**src/rtl/cse_mul_pkg.sv**
```systemverilog
// Package: shared sizes for the two-bit subexpression multiplier.
// Assumes a sign-magnitude coefficient whose MSB is the sign, and a
// two's-complement sample. All derived widths are computed here.
package cse_mul_pkg;
    localparam int unsigned DATA_W   = 16;
    localparam int unsigned COEF_W   = 16;
    localparam int unsigned CODE_W   = 2;                          // bits per subexpression code
    localparam int unsigned NUM_MULT = 1 << CODE_W;                // multiples 0..3
    localparam int unsigned MAG_W    = COEF_W - 1;                 // coefficient magnitude bits
    localparam int unsigned NUM_CODE = (MAG_W + CODE_W - 1) / CODE_W;
    localparam int unsigned PAD_W    = NUM_CODE * CODE_W;          // padded magnitude width
    localparam int unsigned PP_W     = DATA_W + CODE_W;            // widest multiple (3x)
    localparam int unsigned PROD_W   = DATA_W + COEF_W;            // signed product width
endpackage

```
**src/rtl/cse_operand_prep.sv**
```systemverilog
// Module: cse_operand_prep
// Splits the signed sample into magnitude and sign, pads the coefficient
// magnitude to a whole number of codes, and forms the result sign.
// Assumes the most negative sample maps to the unsigned magnitude 2^(DW-1).
module cse_operand_prep #(
    parameter int unsigned DW  = 16,
    parameter int unsigned CW  = 16,
    parameter int unsigned PW  = 16
) (
    input  logic [DW-1:0] sample,
    input  logic [CW-1:0] coef,
    output logic [DW-1:0] x_mag,
    output logic [PW-1:0] c_mag,
    output logic          res_neg
);
    localparam int unsigned MW = CW - 1;

    // Absolute value of the sample; unsigned so -2^(DW-1) stays exact.
    always_comb begin
        if (sample[DW-1]) begin
            x_mag = (~sample) + DW'(1);
        end else begin
            x_mag = sample;
        end
    end

    // Zero-extend the coefficient magnitude to the padded code width.
    always_comb begin
        c_mag = PW'(coef[MW-1:0]);
    end

    // Result sign is the XOR of the two operand signs.
    always_comb begin
        res_neg = sample[DW-1] ^ coef[CW-1];
    end
endmodule

```
**src/rtl/cse_pp_gen.sv**
```systemverilog
// Module: cse_pp_gen
// Forms the four multiples of the sample magnitude needed by a 2-bit code:
// 0, X, 2X and 3X. Only 3X uses an adder (X + 2X); the rest are wiring.
// Assumes the code width is two bits, so exactly four multiples exist.
module cse_pp_gen #(
    parameter int unsigned DW = 16,
    parameter int unsigned PW = 18
) (
    input  logic [DW-1:0]         x_mag,
    output logic [3:0][PW-1:0]    pp
);
    logic [PW-1:0] x_ext;
    logic [PW-1:0] x_dbl;

    // Widen the magnitude and form the shifted copy.
    always_comb begin
        x_ext = PW'(x_mag);
        x_dbl = x_ext << 1;
    end

    // Assemble the multiple table; one adder for pattern 11.
    always_comb begin
        pp[0] = '0;
        pp[1] = x_ext;
        pp[2] = x_dbl;
        pp[3] = x_ext + x_dbl;
    end
endmodule

```
**src/rtl/cse_code_mux.sv**
```systemverilog
// Module: cse_code_mux
// One 4:1 selector: a 2-bit coefficient code picks one precomputed
// multiple of the sample magnitude. Assumes the codes map 00..11 to 0..3X.
module cse_code_mux #(
    parameter int unsigned PW = 18
) (
    input  logic [3:0][PW-1:0] pp,
    input  logic [1:0]         code,
    output logic [PW-1:0]      pick
);
    // Select the multiple named by the code.
    always_comb begin
        unique case (code)
            2'b00:   pick = pp[0];
            2'b01:   pick = pp[1];
            2'b10:   pick = pp[2];
            default: pick = pp[3];
        endcase
    end
endmodule

```
**src/rtl/cse_weight_sum.sv**
```systemverilog
// Module: cse_weight_sum
// Adds the selected multiples, each at its own weight (code k shifted left
// by 2k), in a chain whose adder widths grow only as far as each stage needs.
// Assumes the sum of all weighted multiples fits in SW bits.
module cse_weight_sum #(
    parameter int unsigned NC = 8,
    parameter int unsigned PW = 18,
    parameter int unsigned CB = 2,
    parameter int unsigned SW = 32
) (
    input  logic [NC-1:0][PW-1:0] picks,
    output logic [SW-1:0]         total
);
    logic [NC-1:0][SW-1:0] chain;

    for (genvar k = 0; k < NC; k++) begin : g_stage
        localparam int unsigned RAW = PW + CB * k + ((k > 0) ? 1 : 0);
        localparam int unsigned WID = (RAW > SW) ? SW : RAW;
        logic [WID-1:0] acc;
        if (k == 0) begin : g_first
            // First stage: the least-weight multiple passes straight through.
            always_comb acc = WID'(picks[k]);
        end else begin : g_add
            // Later stages: add this multiple at weight 2^(CB*k).
            always_comb acc = WID'(chain[k-1]) + (WID'(picks[k]) << (CB * k));
        end
        // Widen every stage result into the common chain array.
        always_comb chain[k] = SW'(acc);
    end

    // The last chain stage is the full magnitude.
    always_comb total = chain[NC-1];
endmodule

```
**src/rtl/cse_const_mul.sv**
```systemverilog
// Module: cse_const_mul (top)
// Signed sample times sign-magnitude coefficient via 2-bit subexpression
// shift-and-add. Stage 1 registers the eight selected multiples and the
// result sign. Stage 2 sums them, applies the sign and registers the result.
// Assumes a synchronous active-low reset; latency is two cycles.
module cse_const_mul
    import cse_mul_pkg::*;
#(
    parameter int unsigned SAMPLE_W = DATA_W,
    parameter int unsigned COEFF_W  = COEF_W,
    parameter int unsigned RESULT_W = PROD_W
) (
    input  logic                clk,
    input  logic                rst_n,
    input  logic                in_valid,
    input  logic [SAMPLE_W-1:0] sample,
    input  logic [COEFF_W-1:0]  coef,
    output logic                out_valid,
    output logic [RESULT_W-1:0] product
);
    localparam int unsigned M_W   = COEFF_W - 1;
    localparam int unsigned N_C   = (M_W + CODE_W - 1) / CODE_W;
    localparam int unsigned P_W   = N_C * CODE_W;
    localparam int unsigned MUL_W = SAMPLE_W + CODE_W;

    logic [SAMPLE_W-1:0]        x_mag;
    logic [P_W-1:0]             c_mag;
    logic                       res_neg;
    logic [3:0][MUL_W-1:0]      pp;
    logic [N_C-1:0][MUL_W-1:0]  picks;
    logic [N_C-1:0][MUL_W-1:0]  picks_q;
    logic                       neg_q;
    logic                       vld_q;
    logic [RESULT_W-1:0]        mag_sum;
    logic [RESULT_W-1:0]        signed_res;
    logic [RESULT_W-1:0]        product_q;
    logic                       out_valid_q;

    cse_operand_prep #(.DW(SAMPLE_W), .CW(COEFF_W), .PW(P_W)) u_prep (
        .sample  (sample),
        .coef    (coef),
        .x_mag   (x_mag),
        .c_mag   (c_mag),
        .res_neg (res_neg)
    );

    cse_pp_gen #(.DW(SAMPLE_W), .PW(MUL_W)) u_ppg (
        .x_mag (x_mag),
        .pp    (pp)
    );

    for (genvar k = 0; k < N_C; k++) begin : g_mux
        cse_code_mux #(.PW(MUL_W)) u_mux (
            .pp   (pp),
            .code (c_mag[CODE_W*k +: CODE_W]),
            .pick (picks[k])
        );
    end

    // Stage 1: capture the selected multiples and sign with each valid sample.
    always_ff @(posedge clk) begin
        if (!rst_n) begin
            picks_q <= '0;
            neg_q   <= 1'b0;
            vld_q   <= 1'b0;
        end else begin
            vld_q <= in_valid;
            if (in_valid) begin
                picks_q <= picks;
                neg_q   <= res_neg;
            end
        end
    end

    cse_weight_sum #(.NC(N_C), .PW(MUL_W), .CB(CODE_W), .SW(RESULT_W)) u_sum (
        .picks (picks_q),
        .total (mag_sum)
    );

    // Two's complementer enabled by the combined sign.
    always_comb begin
        if (neg_q) begin
            signed_res = (~mag_sum) + RESULT_W'(1);
        end else begin
            signed_res = mag_sum;
        end
    end

    // Stage 2: register the signed result; hold it across idle cycles.
    always_ff @(posedge clk) begin
        if (!rst_n) begin
            product_q   <= '0;
            out_valid_q <= 1'b0;
        end else begin
            out_valid_q <= vld_q;
            if (vld_q) begin
                product_q <= signed_res;
            end
        end
    end

    assign product   = product_q;
    assign out_valid = out_valid_q;
endmodule

```
**config.mk**
```make
export PLATFORM = sky130hd
export DESIGN_NAME = cse_const_mul
export DESIGN_NICKNAME = d
export VERILOG_FILES = /design/src/rtl/cse_mul_pkg.sv /design/src/rtl/cse_operand_prep.sv /design/src/rtl/cse_pp_gen.sv /design/src/rtl/cse_code_mux.sv /design/src/rtl/cse_weight_sum.sv /design/src/rtl/cse_const_mul.sv
export SDC_FILE = /design/constraint.sdc
export NUM_CORES = 1
export LEC_CHECK = 0
export BUFFER_PORTS_ARGS = -buffer_cell sky130_fd_sc_hd__clkbuf_2
export CORE_AREA = 10 10 179 139
export DETAILED_ROUTE_END_ITERATION = 7
export DIE_AREA = 0 0 189 149
export PLACE_DENSITY = 0.92
export SKIP_CTS_REPAIR_TIMING = 1
export SYNTH_ARGS = -nofsm -noshare
export SYNTH_HDL_FRONTEND = slang
export SYNTH_SLANG_ARGS = --single-unit
```
**constraint.sdc**
```tcl
create_clock -name clk -period 15.6 [get_ports clk]
set_input_delay 3.12 -clock clk [delete_from_list [all_inputs] [get_ports clk]]
set_output_delay 3.12 -clock clk [all_outputs]
set_load 0.02 [all_outputs]
```
# Yosys cells after proc, flatten, opt, wreduce, memory -nomap -nowiden
# Index checks and enable logic that the tools add are counted.
[totals]
regBits = 179
elab_cells = 57
input_bits = 35
output_inout_bits = 33
[classes]
n_eq_ne = 14
muxes = 10
n_bitwise = 3
n_reduce_logical = 8
add_sub_neg = 10
[op_table]
columns = ["op", "n"]
rows = [
  ["$pmux 18 s3", 7],
  ["$pmux 18 s2", 1],
  ["$add 31x32->32", 1],
  ["$add 32x1->32 const B", 1],
  ["$mux 32", 1],
  ["$not 32->32", 1],
  ["$add 29x30->31", 1],
  ["$add 27x28->29", 1],
  ["$add 25x26->27", 1],
  ["$add 23x24->25", 1],
  ["$add 21x22->23", 1],
  ["$add 18x20->21", 1],
  ["$add 16x17->18", 1],
  ["$add 16x1->16 const B", 1],
  ["$logic_not 2->1", 8],
  ["$mux 16", 1],
  ["$not 16->16", 1],
  ["$eq 2x1->1 const B", 7],
  ["$eq 2x2->1 const B", 7],
  ["$xor 1x1->1", 1],
]

# Logic depth before layout (Yosys ltp)
# Gate-level depths: netlist (run 1).
[logic_depth]
ltp_word = 10
depth_mapped = 21
depth_no_buf = 19

# Modules after synthesis
# Synthesis (run 1) repeated with hierarchy kept, for this count alone.
[unflattened]
cells_unflattened = 1568
area_unflattened_um2 = 16729.8
[by_module_without_submodules]
columns = ["module", "cells_per_inst", "instances", "area_per_inst_um2", "seq_area_each_um2"]
rows = [
  ["cse_const_mul", 683, 1, 6912.9, 3583.4],
  ["cse_weight_sum", 488, 1, 4334.2, 0.0],
  ["cse_code_mux", 22, 8, 476.7, 0.0],
  ["cse_pp_gen", 154, 1, 1156.1, 0.0],
  ["cse_operand_prep", 67, 1, 513.0, 0.0],
]

# Worst setup path before layout (run 1)
# Ideal clock, no wire load.
[synth_timing]
path_kind = "input to register"
startpoint = "input sample[0]"
endpoint = "register picks_q[88] (netlist name)"
required_ns = 15.483
path_slack_ns = 8.639
path_stages = 14
setup_time_ns = 0.117
n_path_buf = 1
t_arrival_ns = 6.844
cell_sequence = "inv_2 > nand2_1 > or4_1 > o31ai_1 > xnor2_1 > clkbuf_1 > ha_1 > a211o_1 > a2111o_1 > a311o_1 > a211oi_1 > nor2_1 > xnor2_1 > a32o_1"
[synth_via]
elab_chain_len = 5
[synth_lines]
columns = ["item", "line_no", "text"]
rows = [
  ["start, declared", "cse_const_mul.sv:16", "input logic [SAMPLE_W-1:0] sample,"],
  ["$not 16->16", "cse_operand_prep.sv:21", "x_mag = (~sample) + DW'(1);"],
  ["$add 16x1->16", "cse_operand_prep.sv:21", ""],
  ["$mux 16 (*)", "cse_operand_prep.sv:20", "if (sample[DW-1]) begin"],
  ["$add 16x17->18", "cse_pp_gen.sv:26", "pp[3] = x_ext + x_dbl;"],
  ["$pmux 18 s3 (*)", "cse_code_mux.sv:13", "unique case (code)"],
  ["end signal, assigned", "cse_const_mul.sv:69", "picks_q <= picks;"],
  ["end, declared", "cse_const_mul.sv:31", "logic [N_C-1:0][MUL_W-1:0] picks_q;"],
]
# Mark *: on every way between the ends. The rest lies on a longest branch, timed or not.
# A chain may end at the register's enable or synchronous reset.

# Worst setup path after layout (run 1)
[layout_timing]
startpoint = "input sample[0]"
endpoint = "register picks_q[69] (netlist name)"
# Same word-level chain as after synthesis.

==> results by group, run 1 <==
Outcome
  – Status: complete, but fails checks
  – Failing checks: design-rule violations

Layout
  – Fin util: 0.7053
  – Post-Layout Cell Count: about 2,100
  – Synth-to-Final Area Change: 6.551%
  – Layout cell share with drive strength beyond 1: 0.08073
  – Antenna cells: 0
  – Fill count: 1,697
  – Post-Layout Inst Area: between 0.015 and 0.02 mm2
  – Nets: 1,958

Job
  – Max Cap Viol: 0

Critical path
  – Critical Path Sink: picks_q[69]
  – Kind of critical path: primary input to flop
  – Critical Path End Type: flop
  – Critical Path Source Type: primary input
  – Flop2flop setup slack: ~9.4 ns
  – Worst R2R Start: picks_q[14]
  – Req. time, crit path: 15.97 ns
  – Crit path from: sample[0]
  – FF-to-FF End: product[27]
  – R2R cell count: 18
  – Worst Path Max Fanout: 10
  – Crit path arrival time: ~8 ns

Placed design
  – Placed cell areas: 0.01461 mm2
  – Gpl congestion: 0.9802
  – IO Port Bufs: 67
  – Pre-CTS setup slack: ~8 ns
  – Placed cell count: between 2,000 and 2,500
  – Final HPWL DP: 30,320 um

Floorplanning
  – Core area: ~0.022 mm2
  – Initial Utilization: 0.6620
  – Row Count: 47
  – Die X: around 190 um
  – Die footprint: ~0.028 mm2
  – Die height: approximately 150 um
  – # IOs: between 60 and 70

Synthesis
  – Mapped Area: around 0.014 mm2
  – Area fraction of the dominant cell type after synthesis: 0.2480
  – Top post-synthesis cells by area: dfxtp_1 (25%), fa_1 (12%), ha_1 (7.8%), inv_1 (5.2%), nor2_1 (4.8%)
  – Most common cell in the netlist: inv_1
  – Synthesis-stage register bit count: approximately 180
  – Distinct cells, synth: 81
  – Ys async rst share: 0
  – Ys flop type: dfxtp_1
  – Cells after Synth: 1,771
  – Syn Area/Cell: 8.067 um2
  – Net Count, Synth: between 1,500 and 2,000
  – Share of the yosys chip area belonging to registers: 0.2480
  – Post-synth EDFFs: 0
  – Synth warnings: 0
  – Most frequent cells after synthesis: inv_1 (199), nor2_1 (184), dfxtp_1 (177)
  – Area leader, netlist: dfxtp_1

Min path
  – Hold Path Origin: picks_q[16]
  – Worst hold-check path type: flop to flop

Timing
  – Final hold violations: 0
  – Slew HR: 0.2023
  – Crit share post-route: 0.4878
  – Setup TNS: 0 ns
  – Max frequency: approximately 130 MHz
  – RSZ-0062 raised after global routing: false
  – Hold slack: between 0.4 and 0.5 ns
  – Layout Skew: roughly 0.0089 ns
  – Tmin final: ~7.6 ns
  – Final setup margin: 7.991 ns
  – Worst Tran Pin Value: between 1 and 1.5 ns
  – Max-slew violation count: 0
  – Finish-stage setup viols: 0

CTS
  – Num CTS Buffers: 17
  – Sink Count: 177
  – H-tree depth: 4
  – Maximum clock path buffer count: 2
  – Worst-path clk slew: about 0.080 ns
  – Worst-Skew Late Latency: 0.44 ns
  – Root buf cell: clkbuf_16
  – CTS tree: yes

Route
  – DR WL/cell: around 21 um
  – Via-to-Cell Ratio: 6.576
  – Remaining antenna violation count: 0
  – TritonRoute pass-1 iters: 8
  – Starting DRC count in detailed routing: 2,274
  – Vias: between 10,000 and 15,000
  – # DRC: 6
  – Final WL: 43,480 um

Global routing
  – Total GRT Usage: 0.2995
  – Number of global-route vias before repair: approximately 13,000
  – Gr ovfl total: 0
  – First-pass GRT wire length: between 60,000 and 70,000 um
  – Largest net degree at the start of global routing: roughly 110
  – Initial antenna violation count: 1

Power and ir drop
  – Final Power: around 2.3 mW
  – Lkg Pwr: ~6.5 nW
  – PwrDens: between 150 and 200 mW/mm2
  – Peak VDD IR: about 0.00011 V
[worst min-delay path by stage]
stage,to,cells past startpoint
2_1_floorplan,picks_q[16],2
3_3_place_gp,product[29],2
3_5_place_dp,picks_q[17],2
4_1_cts,picks_q[16],2
5_1_grt,picks_q[34],2
6_report,picks_q[16],2
[critical path: stages]
cell and delay (ns):
clkbuf_2 0.11, inv_2 0.12, nand2_1 0.08, o21ai_0 0.18, xor2_1 0.56, clkinv_1 0.50, ha_1 0.46, nor2b_1 0.15
o21a_1 0.20, o21ai_0 0.38, a21oi_1 0.15, o21a_1 0.21, o21a_1 0.22, o21a_1 0.22, o311ai_1 0.91, a221oi_1 0.24
nor2_1 0.18
[sequential cells by signal, summed over array words and instances (netlist names)]
name	count
out_valid	1
picks_q	142
vld_q	1
neg_q	1
product	32
[power by group]
group	internal (mW)	leakage [nW]	switching, mW
clock network	0.245	0.303	0.218
logic	0.489	4.78	0.823
registers	0.493	1.46	0.0293
[cell type report]
cell class | count | area [um2] | share of cell area
Tap cell | 294 | 367.9 | 0.02417
Sequential cell | 177 | 3545 | 0.2329
Clock inverter | 15 | 191.4 | 0.01258
Inverter | 205 | 772.0 | 0.05072
Timing Repair Buffer | 79 | 431.7 | 0.02836
Clock buffer | 17 | 425.4 | 0.02795
Multi-Input combinational cell | 1266 | 9489 | 0.6234
[routing by layer]
metal  global-route usage  vias to the layer above  wire length [um]
met5                    0                        -                13
met3               0.1206                      151              6466
li1                     -                     6144                 -
met2               0.4340                      924             18070
met1               0.4024                     6279             17720
met4              0.08749                        2              1207
[placed cells by master (no fill, tap or decap), types with 20 or more instances in the layout]
cell type  instances
inv_1            197
nor2_1           184
dfxtp_1          176
nand2_1          113
a21oi_1          111
o21ai_0           91
ha_1              89
fa_1              88
a211oi_1          75
clkbuf_2          66
a22oi_1           42
nand2b_1          37
a221oi_1          37
nand3_1           37
xor2_1            34
xnor2_1           33
nor3_1            27
nor2b_1           22
a31oi_1           21
o221ai_1          20
[logic make-up (layout without fill, tap and decap cells)]
family	Yosys count	count (layout)	synth area share
AO/OA/AOI/OAI	530	530	0.2571
XOR/XNOR	69	69	0.04335
adder cells (fa/ha/maj)	177	177	0.2013
buffers and inverters	328	316	0.08776
flip-flops	177	177	0.2480
multiplexers	9	9	0.006394
AND/OR/NAND/NOR	481	481	0.1561
Power figures use the tool's default switching activity.
==> inputs of run 2 (changes only) <==
--- a/config.mk
+++ b/config.mk
@@ -6,10 +6,10 @@
 export NUM_CORES = 1
 export LEC_CHECK = 0
 export BUFFER_PORTS_ARGS = -buffer_cell sky130_fd_sc_hd__clkbuf_2
-export CORE_AREA = 10 10 179 139
+export CORE_AREA = 10 10 185 144
 export DETAILED_ROUTE_END_ITERATION = 7
-export DIE_AREA = 0 0 189 149
-export PLACE_DENSITY = 0.92
+export DIE_AREA = 0 0 195 154
+export PLACE_DENSITY = 0.87
 export SKIP_CTS_REPAIR_TIMING = 1
 export SYNTH_ARGS = -nofsm -noshare
 export SYNTH_HDL_FRONTEND = slang
==> constraint.sdc (replaced) <==
create_clock -name clk -period 7.8 [get_ports clk]
set_input_delay 1.56 -clock clk [delete_from_list [all_inputs] [get_ports clk]]
set_output_delay 1.56 -clock clk [all_outputs]
set_load 0.02 [all_outputs]
==> run 2 against run 1 <==
  * The flow still finishes with violations (design-rule violations)
  * Total power up 95%
  * Global-route usage down 1.8 points
  * Non-clock buffer count up 1
  * Critical path type unchanged
  * Critical endpoint unchanged
  * Largest cell class unchanged
==> results by group, run 2 (synthesized netlist as in run 1, its figures left out) <==
Job
  – Max Cap Viol: 0

Floorplanning
  – # IOs: around 70
  – Row Count: 48
  – Die footprint: 0.03003 mm2
  – Die height: about 150 um
  – Initial Utilization: 0.6260
  – Die X: a little under 200 um
  – Core area: 0.02282 mm2

Critical path
  – Crit path buffers/inverters: 3
  – Critical Path Source Type: primary input
  – Critical Path End Type: flop
  – Crit path arrival time: about 6.6 ns
  – Req. time, crit path: around 8.2 ns
  – Ordered list of cells on the worst path: clkbuf_2, inv_2, nand2_1, or4_1, nand2_1, xor2_1, clkinv_1, ha_1, o21a_1, o21ai_0, a21oi_1, o21a_1, o21a_1, o21a_1, o311ai_1, a221oi_1, nor2_1
  – Cell family with most CP delay: compound AO/OA/AOI/OAI gates
  – CP dominant cell by count: o21a_1
  – Kind of critical path: primary input to flop
  – Slowest stage delay, CP: between 0.9 and 1 ns
  – CP max stage cell: o311ai_1
  – Worst Path Max Fanout: 10

Min path
  – Worst hold-check path type: flop to flop

Timing
  – Slew HR: 0.1973
  – Max-slew violation count: 0
  – Crit share post-route: 0.7971
  – Setup TNS: 0 ns
  – Layout Skew: 0.01051 ns
  – Final hold violations: 0
  – Finish-stage setup viols: 0
  – Tmin final: 6.217 ns
  – Worst Tran Pin Value: approximately 1.2 ns
  – RSZ-0062 raised after global routing: false
  – Max frequency: about 160 MHz
  – Final setup margin: between 1.5 and 2 ns

CTS
  – Worst-path clk slew: 0.07 ns
  – Num CTS Buffers: 17
  – Root buf cell: clkbuf_16
  – Worst-Skew Late Latency: 0.45 ns
  – Sink Count: 177
  – Maximum clock path buffer count: 2
  – CTS tree: yes
  – H-tree depth: 4

Placed design
  – IO Port Bufs: 67
  – Pre-CTS setup slack: around 1.4 ns
  – Final HPWL DP: 30,070 um
  – Gpl congestion: between 0.9 and 1
  – Placed cell areas: ~0.015 mm2

Layout
  – Reg with most FFs: picks_q
  – Layout cell share with drive strength beyond 1: 0.08125
  – Synth-to-Final Area Change: 6.165%
  – Fill count: 1,945
  – Storage element area: between 0.003 and 0.004 mm2
  – Commonest non-fill, non-tap cells in the layout: inv_1 (197), nor2_1 (184), dfxtp_1 (176)
  – Nets: a little under 2,000
  – Max reg flops: approximately 140
  – Antenna cells: 0
  – Post-Layout Inst Area: 0.01517 mm2
  – Most common cell after layout, fill and taps aside: inv_1
  – Footprint of the multi-input gates: about 0.0095 mm2

Power and ir drop
  – Peak VDD IR: around 0.00019 V
  – Lkg Pwr: between 6 and 7 nW
  – PwrDens: 296.0 mW/mm2
  – Final Power: ~4.5 mW

Route
  – # DRC: 8
  – TritonRoute pass-1 iters: 8
  – DR WL/cell: 21.16 um
  – Via-to-Cell Ratio: 6.569
  – Starting DRC count in detailed routing: 2,110
  – Final WL: around 44,000 um
  – Vias: ~14,000
  – Remaining antenna violation count: 0

Global routing
  – First-pass GRT wire length: ~69,000 um
  – Gr ovfl total: 0
  – Total GRT Usage: 0.2817
  – Largest net degree at the start of global routing: 137
  – Initial antenna violation count: 1
  – Number of global-route vias before repair: ~13,000

Outcome
  – Status: complete, but fails checks
  – Failing checks: design-rule violations
run 2: metal layers:
layer,GRT usage,part of all wire
met5,0,0.00034
met4,0.08128,0.027
met3,0.1204,0.15
met2,0.3963,0.40
met1,0.3827,0.42
run 2: power by group:
part	switching, mW	internal, mW	leakage, nW
logic	1.65	0.975	4.79
registers	0.0553	0.986	1.46
clock network	0.406	0.421	0.251
run 2: cell type report:
| type | count | share of cell area |
|---|---|---|
| Tap cell | 300 | 0.02475 |
| Timing Repair Buffer | 80 | 0.02896 |
| Inverter | 205 | 0.05090 |
| Clock inverter | 12 | 0.006270 |
| Clock buffer | 20 | 0.02945 |
| Sequential cell | 177 | 0.2337 |
| Multi-Input combinational cell | 1266 | 0.6260 |
run 2: path summary, 6_finish.rpt:
check / start / to / slack, ns / depth (start not counted)
max: sample[0] / picks_q[69] / 1.58 / 17
min: picks_q[16] / picks_q[16] / 0.47 / 2
min reg2reg: picks_q[16] / picks_q[16] / 0.47 / 2
max reg2reg: picks_q[14] / product[27] / 1.60 / 18
run 2: worst min-delay path, stage by stage (launching register included):
cell,delay (ns)
dfxtp_1,0.31
nand2_1,0.06
a21oi_1,0.05
run 2: metrics by stage:
step | utilization | hold WS, ns | cells
after CTS | 0.6646 | 0.4658 | 2060
after detailed placement | 0.6408 | 0.4552 | 2028
final | 0.6646 | 0.4663 | 2060
after global placement | 0.6408 | 0.4520 | 2028
after global routing | 0.6646 | 0.4995 | 2060
after floorplan | - | 0.4411 | 1771
